<file path="src/rtl/act_table_pkg.sv">
package act_table_pkg;

  // Strobes from the control to the datapath.
  typedef struct packed {
    logic loadIdx;   // capture bin index of the incoming sample
    logic loadOut;   // capture the table word for the staged index
  } actStrobes_t;

endpackage

</file>
<file path="src/rtl/act_table_ctrl.sv">
module act_table_ctrl
  import act_table_pkg::*;
(
  input  logic        clk,
  input  logic        rst,
  input  logic        inValid,
  output actStrobes_t strobes,
  output logic        outValid
);

  logic idxValid;

  always_ff @(posedge clk) begin
    if (rst) begin
      idxValid <= 1'b0;
      outValid <= 1'b0;
    end else begin
      idxValid <= inValid;
      outValid <= idxValid;
    end
  end

  always_comb begin
    strobes.loadIdx = inValid;
    strobes.loadOut = idxValid;
  end

  // each stage's valid follows the previous stage by one edge
  a_r2_valid_delay: assert property (@(posedge clk) disable iff (rst)
    !$past(rst) |-> (outValid == $past(idxValid)) && (idxValid == $past(inValid)));

endmodule

</file>
<file path="src/rtl/act_table_datapath.sv">
module act_table_datapath
  import act_table_pkg::*;
#(
  parameter int IN_W     = 16,
  parameter int IN_INT   = 6,
  parameter int RANGE_LO = -8,
  parameter int RANGE_HI = 8,
  parameter int BINS     = 64,
  parameter int OUT_W    = 10,
  parameter bit USE_TANH = 1'b0
) (
  input  logic              clk,
  input  logic              rst,
  input  actStrobes_t       strobes,
  input  logic [IN_W-1:0]   dataIn,
  output logic [OUT_W-1:0]  dataOut
);

  localparam int     FRAC_W   = IN_W - IN_INT;
  localparam int     IDX_W    = (BINS > 1) ? $clog2(BINS) : 1;
  localparam int     OFF_W    = IN_W + 14;
  localparam int     PROD_W   = OFF_W + IDX_W + 1;
  localparam longint LO_RAW   = longint'(RANGE_LO) * (longint'(1) << FRAC_W);
  localparam longint SPAN_RAW = longint'(RANGE_HI - RANGE_LO) * (longint'(1) << FRAC_W);
  localparam int     MAX_CODE = USE_TANH ? ((1 << (OUT_W - 1)) - 1) : ((1 << OUT_W) - 1);

  // Quantised function value at the centre of bin idx.
  function automatic logic [OUT_W-1:0] lutValue(input int idx);
    real binW;
    real centre;
    real ex;
    real y;
    int  q;
    binW   = real'(RANGE_HI - RANGE_LO) / real'(BINS);
    centre = real'(RANGE_LO) + (real'(idx) + 0.5) * binW;
    if (USE_TANH) begin
      ex = $exp(2.0 * centre);
      y  = (ex - 1.0) / (ex + 1.0);
      q  = $rtoi(y * (2.0 ** (OUT_W - 1)));
      if (q > MAX_CODE)  q = MAX_CODE;
      if (q < -MAX_CODE) q = -MAX_CODE;
    end else begin
      y = 1.0 / (1.0 + $exp(-centre));
      q = $rtoi(y * (2.0 ** OUT_W));
      if (q > MAX_CODE) q = MAX_CODE;
      if (q < 0)        q = 0;
    end
    return OUT_W'(q);
  endfunction

  logic [OUT_W-1:0] romTable [BINS];

  for (genvar g = 0; g < BINS; g++) begin : g_rom
    localparam logic [OUT_W-1:0] ENTRY = lutValue(g);
    assign romTable[g] = ENTRY;
  end

  logic signed [OFF_W-1:0] inWide;
  logic signed [OFF_W-1:0] offset;
  logic [IDX_W-1:0]        idxNext;
  logic [IDX_W-1:0]        idxReg;
  logic [OUT_W-1:0]        outReg;

  assign inWide = OFF_W'($signed(dataIn));
  assign offset = inWide - OFF_W'(LO_RAW);

  // Clamp to the window and scale the offset into a bin number.
  always_comb begin
    if (offset < 0) begin
      idxNext = '0;
    end else if (offset >= OFF_W'(SPAN_RAW)) begin
      idxNext = IDX_W'(BINS - 1);
    end else begin
      idxNext = IDX_W'((PROD_W'(offset) * PROD_W'(BINS)) / PROD_W'(SPAN_RAW));
    end
  end

  always_ff @(posedge clk) begin
    if (rst) begin
      idxReg <= '0;
      outReg <= '0;
    end else begin
      if (strobes.loadIdx) idxReg <= idxNext;
      if (strobes.loadOut) outReg <= romTable[idxReg];
    end
  end

  assign dataOut = outReg;

  // Ordering view of the output: signed for tanh, unsigned for sigmoid.
  logic signed [OUT_W:0] outOrd;
  if (USE_TANH) begin : g_ord_signed
    assign outOrd = (OUT_W+1)'($signed(outReg));
  end else begin : g_ord_unsigned
    assign outOrd = $signed({1'b0, outReg});
  end

  a_r4_clamp_low: assert property (@(posedge clk) disable iff (rst)
    (strobes.loadIdx && (inWide < OFF_W'(LO_RAW))) |=> (idxReg == '0));

  a_r5_clamp_high: assert property (@(posedge clk) disable iff (rst)
    (strobes.loadIdx && (inWide >= OFF_W'(LO_RAW + SPAN_RAW))) |=> (idxReg == IDX_W'(BINS - 1)));

  a_r8_monotonic: assert property (@(posedge clk) disable iff (rst)
    (!$past(rst) && strobes.loadOut && $past(strobes.loadOut) && (idxReg >= $past(idxReg)))
      |=> (outOrd >= $past(outOrd)));

  a_r9_hold: assert property (@(posedge clk) disable iff (rst)
    (!$past(rst) && !strobes.loadOut) |=> $stable(outReg));

  if (USE_TANH) begin : g_tanh_chk
    a_r7_no_min_code: assert property (@(posedge clk) disable iff (rst)
      outReg != {1'b1, {(OUT_W-1){1'b0}}});
  end

endmodule

</file>
<file path="src/rtl/act_table_unit.sv">
module act_table_unit
  import act_table_pkg::*;
#(
  parameter int IN_W     = 16,
  parameter int IN_INT   = 6,
  parameter int RANGE_LO = -8,
  parameter int RANGE_HI = 8,
  parameter int BINS     = 64,
  parameter int OUT_W    = 10,
  parameter bit USE_TANH = 1'b0
) (
  input  logic             clk,
  input  logic             rst,
  input  logic             inValid,
  input  logic [IN_W-1:0]  dataIn,
  output logic             outValid,
  output logic [OUT_W-1:0] dataOut
);

  actStrobes_t strobes;

  act_table_ctrl ctrl_i (
    .clk      (clk),
    .rst      (rst),
    .inValid  (inValid),
    .strobes  (strobes),
    .outValid (outValid)
  );

  act_table_datapath #(
    .IN_W     (IN_W),
    .IN_INT   (IN_INT),
    .RANGE_LO (RANGE_LO),
    .RANGE_HI (RANGE_HI),
    .BINS     (BINS),
    .OUT_W    (OUT_W),
    .USE_TANH (USE_TANH)
  ) dp_i (
    .clk     (clk),
    .rst     (rst),
    .strobes (strobes),
    .dataIn  (dataIn),
    .dataOut (dataOut)
  );

endmodule

</file>
<file path="config.mk">
export PLATFORM = sky130hd
export DESIGN_NAME = act_table_unit
export DESIGN_NICKNAME = d
export VERILOG_FILES = /design/src/rtl/act_table_pkg.sv /design/src/rtl/act_table_ctrl.sv /design/src/rtl/act_table_datapath.sv /design/src/rtl/act_table_unit.sv
export SDC_FILE = /design/constraint.sdc
export NUM_CORES = 1
export LEC_CHECK = 0
export ABC_AREA = 1
export CORE_ASPECT_RATIO = 1.2
export CORE_MARGIN = 5
export CORE_UTILIZATION = 40
export DETAILED_ROUTE_END_ITERATION = 8
export PLACE_DENSITY_LB_ADDON = 0.05
export SLEW_MARGIN = 20
export SYNTH_ARGS = -nofsm -noshare
export SYNTH_HDL_FRONTEND = slang
export SYNTH_SLANG_ARGS = --single-unit
</file>
<file path="constraint.sdc">
create_clock -name clk -period 4.1 [get_ports clk]
set_input_delay 0.82 -clock clk [delete_from_list [all_inputs] [get_ports clk]]
set_output_delay 0.82 -clock clk [all_outputs]
set_load 0.01 [all_outputs]
</file>
==> Yosys cells after proc, flatten, opt, wreduce, memory -nomap -nowiden <==
Memory sizes are Yosys's and may differ from the RTL's. A register that Yosys moved wholly into a read port is not among the register bits.
Cells that the tools add are included.
{ "word_totals": {"register_bits": 8, "out_inout_bits": 11, "input_bits": 19, "memories": 1, "wordCells": 13, "rom_bits": 640} }
{ "op_classes": {"n_addsub": 2, "bitwise_logic": 2, "reduce_logical": 1, "order_cmp": 2, "muxes": 2} }
{ "mem_list": {"columns": ["name", "depth", "word_bits", "read_ports", "rd_clocked_by_memory_dff", "wr", "line", "source"], "rows": [
  ["(name not given)", 64, 10, 1, 1, 0, "act_table_datapath.sv:84", "if (strobes.loadOut) outReg <= romTable[idxReg];"]
]} }
{ "op_table": {"columns": ["operator", "count"], "rows": [
  ["$ge A17 B16 Y1 const B", 1],
  ["$lt A17 B1 Y1 const B", 1],
  ["$sub A16 B14 Y17 const B", 1],
  ["$mux W6", 2],
  ["$reduce_or A8 Y1", 1],
  ["$not A6 Y7", 1],
  ["$add A6 B1 Y6", 1],
  ["$and A1 B1 Y1", 1]
]} }

==> Longest topological paths before layout <==
{ "logic_depth": {"word_depth": 6, "depth_mapped": 12, "ltp_nobuf": 12} }

==> Modules after synthesis <==
A second synthesis with hierarchy kept.
{ "unflattened": {"hier_cells": 251, "hier_area_um2": 1616.6} }
{ "modules_own_cells": {"columns": ["mod", "cells_per_inst", "n_inst", "area_each_um2", "seq_area_each_um2"], "rows": [
  ["act_table_datapath", 243, 1, 1546.5, 320.3],
  ["act_table_ctrl", 8, 1, 70.1, 40.0]
]} }

==> Worst setup path before layout <==
No wires, ideal clock.
{ "synth_path": {"kind": "input to register", "start": "in dataIn[5]", "end": "reg dp_i.idxReg[4]", "required_ns": 3.968, "n_path_buf": 0, "stages": 8, "t_arrival_ns": 1.912, "setup_ns": 0.132, "slack_ns": 2.055, "path_cell_list": "nor4_1 > a21oi_1 > ha_1 > ha_1 > nand3_1 > xnor2_1 > o21ai_0 > a21oi_1"} }
{ "synth_via": {"elab_chain_cells": 6, "word_cells_on_any_way": 8, "cone_classes": "2 x add/sub; 2 x order compare; 2 x mux; 1 x bitwise; 1 x reduce/logical"} }
{ "synth_rtl": {"columns": ["element", "line", "source"], "rows": [
  ["start: declaration", "act_table_unit.sv:15", "input logic [IN_W-1:0] dataIn,"],
  ["$sub A16 B14 Y17 (*)", "act_table_datapath.sv:65", "assign offset = inWide - OFF_W'(LO_RAW);"],
  ["$reduce_or A8 Y1 (no line)", null, null],
  ["$and A1 B1 Y1 (no line)", null, null],
  ["$add A6 B1 Y6 (no line)", null, null],
  ["$mux W6", "act_table_datapath.sv:71", "end else if (offset >= OFF_W'(SPAN_RAW)) begin"],
  ["$mux W6 (*)", "act_table_datapath.sv:69", "if (offset < 0) begin"],
  ["end signal: assignment", "act_table_datapath.sv:83", "if (strobes.loadIdx) idxReg <= idxNext;"],
  ["end: declaration", "act_table_datapath.sv:61", "logic [IDX_W-1:0] idxReg;"]
]} }
Every way passes the cells marked *; elsewhere a longest branch is shown, timed or not.
A chain may end at the register's enable or synchronous reset.

==> Final worst setup path <==
{ "layout_path": {"start": "in dataIn[13]", "end": "reg dp_i.idxReg[4]"} }
{ "layout_via": {"elab_chain_cells": 5, "word_cells_on_any_way": 7, "cone_classes": "2 x add/sub; 2 x order compare; 2 x mux; 1 x bitwise"} }
{ "layout_rtl": {"columns": ["element", "line"], "rows": [
  ["$sub A16 B14 Y17 (*)", "act_table_datapath.sv:65"],
  ["branches (longest 3 deep; another with $ge A17 B16 Y1)", null],
  ["$mux W6 (*)", "act_table_datapath.sv:69"]
]} }
Every way passes the cells marked *.

==> flow_summary.toml <==
[floorplanning]
die_area_sq_mm = 0.00497
core_area_sq_mm = 0.00357
io_pins = 30
die_h_um = 76.2
start_util_pct = 40.9
num_rows = 24
die_w_um = 65.2

[final_layout]
multiInputGateArea_sq_um = 976
syn_to_final_growth_pct = 22.7
seq_area_sq_um = 360
drive_above_1_share_pct = 5.30
layout_common_cells = "nand2_1, nand3_1, clkdlybuf4s50_1"
fillCellCount = 385
final_common_cell = "nand2_1"
antenna_cells = 0
fin_nets = 294

[yosys]
synth_edf_count = 0
syn_inst = 242
syn_area_sq_mm = 0.00146
ys_ff_latch = 18
yosysSeqAreaShare_pct = 24.6
synth_nets = 271
yosysWarnings = 0
ys_types = 29
ys.flop_type = "dfxtp_1"
ys_async_sr_fraction_pct = 0
synth.avg_cell_area_sq_um = 6.04

[global_routing]
grt_pass1_wl_um = 6880
first_global_vias = 1617
antenna_found_initial = 0
grt_usage_pct = 17.1
grt_overflow = 0
grt_max_degree = 25

[clocking]
clk_latency_ns = 0.26
post_cts_buffers = 0
cts_htree_levels = 1
cts_sinks = 18
cts_hold_buf = 0
path_clk_slew_ns = 0.08
cts_tree = "done"
cts_made_buffers = 3
ctsLongestPathBuffers = 2
cts_root_buffer = "clkbuf_8"
cts_resized = 0

[placed_design]
dpl_worst_slack_ns = 1.52
dp_hpwl_um = 3050
place.port_buffers = 29
gp_congestion = 0.878

[pwr]
power_frac_seq_pct = 41.7
power_density_mw_per_mm2 = 277
power_leakage_uw = 0.000786
p_comb_share_pct = 27.5
ir_worst_vdd_mv = 0.198
p_sw_share_pct = 33.2
switchingPower_uw = 165
p_clk_share_pct = 30.8
cellInternalPower_uw = 332

[sta]
rsz0062_at_grt = "no"
tns_ns = 0
setup_viol = 0
fmax_mhz = 439
min_period_over_period_pct = 55.5
clock_skew_ns = 0.00456
tightest_slew_ns = 0.833
hold_viol = 0
layout_setup_ws_ns = 1.82
max_slew_margin_pct = 44.4
layout_min_cycle_time_ns = 2.28
maxSlewViolCount = 0

[routing]
ant_nets = 0
drc_errors = 0
vias = 1659
drtPass1Iterations = 4
viasPerCell = 5.48
wl_per_cell_um = 13.2
drtIter0Drc = 74
drt-total-wl_um = 3990

[critical_path]
r2r_end = "dp_i.dataOut[1]"
required_ns = 4.23
critPathCaptureType = "flip-flop"
startpoint_type = "input pin"
r2r_slack_ns = 2.22
r2r_start = "dp_i.idxReg[0]"
crit_arrival_ns = 2.41
worstSetupPathType = "in2reg"
rr_worst_depth = 10
startpoint = "dataIn[13]"
critPathMaxFanout = 4

[hold_path]
hold_end = "dp_i.dataOut[9]"
hold_path_class = "reg2reg"
whs_path_depth = 2
hp-start = "dp_i.dataOut[9]"

[outcome]
status = "completed"

[run]
maxCapViolCount = 0
==> per-stage QoR <==
stage / hold WS, ns / instance area [sq um] / util (%) / power, uW / std cells
after global placement: 0.473 / 1740 / 48.7 / 350 / 299
final: 0.485 / 1790 / 50.2 / 497 / 303
after CTS: 0.490 / 1790 / 50.2 / 502 / 303
after global routing: 0.549 / 1790 / 50.2 / 533 / 303
after detailed placement: 0.482 / 1740 / 48.7 / 349 / 299
after floorplan: 0.502 / 1460 / - / 297 / 242
==> flip-flops by register name (all words and copies together), names as in the netlist <==
register         cells
ctrl_i.outValid      1
ctrl_i.idxValid      1
dp_i.idxReg          6
dp_i.dataOut        10
==> power groups by stage <==
| stage | clock network (uW) | registers (uW) | logic, uW |
|---|---|---|---|
| after CTS | 157 | 208 | 138 |
| after detailed placement | 0 | 211 | 137 |
| after global placement | 0 | 212 | 138 |
| after floorplan | 0 | 200 | 97.2 |
| after global routing | 167 | 211 | 155 |
| final | 153 | 208 | 137 |
==> metal layers <==
layer	part of all wire (%)	global-route usage, %	wire [um]
met5	0	0	0
met4	2.8	9.13	110
met3	4.8	2.21	190
met2	50	29.8	1990
met1	43	19.9	1700
==> worst max-delay path by stage <==
stage	end	slack, ns
floorplan	dp_i.idxReg[4]	2.06
global placement	dp_i.idxReg[4]	1.55
detailed placement	dp_i.idxReg[4]	1.52
CTS	dp_i.idxReg[4]	1.81
global route	dp_i.idxReg[4]	1.62
finish	dp_i.idxReg[4]	1.82
==> layout make-up <==
class	count	share of cell area, %
Multi-Input combinational cell	196	54.4
Sequential cell	18	20.1
Timing Repair Buffer	29	16.2
Inverter	17	3.56
Clock buffer	4	3.07
Tap cell	39	2.72
==> cells in the mapped netlist (2+ instances only) <==
master,instances,area share [%]
nand3_1,29,9.9
dfxtp_1,18,25
a21oi_2,2,1.2
nand2_1,76,20
nor3_1,2,0.68
buf_2,8,2.7
nor2_1,27,6.9
a21oi_1,19,6.5
inv_1,11,2.8
nor4_1,2,0.86
inv_2,5,1.3
o21ai_1,6,2.1
o211ai_1,2,1.0
o21ai_0,10,3.4
xnor2_1,2,1.2
ha_1,10,8.6
==> worst max-delay path, stage by stage <==
cell             delay, ns
clkdlybuf4s50_1       0.46
nand2_1               0.10
nand2_1               0.07
a21oi_1               0.13
ha_1                  0.20
ha_1                  0.18
nand3_1               0.09
xnor2_1               0.13
o21ai_0               0.14
a21oi_1               0.08
==> cells by family after synthesis <==
group,count (synthesis),share of synthesized area [%]
adders and majority gates,10,8.55
xor gates and xnor gates,3,1.80
AOI/OAI and AO/OA,42,15.9
and+or+nand+nor,141,40.5
DFF,18,24.6
buffers and inverters,28,8.64
Note: power is estimated with default switching activity, not from simulation.
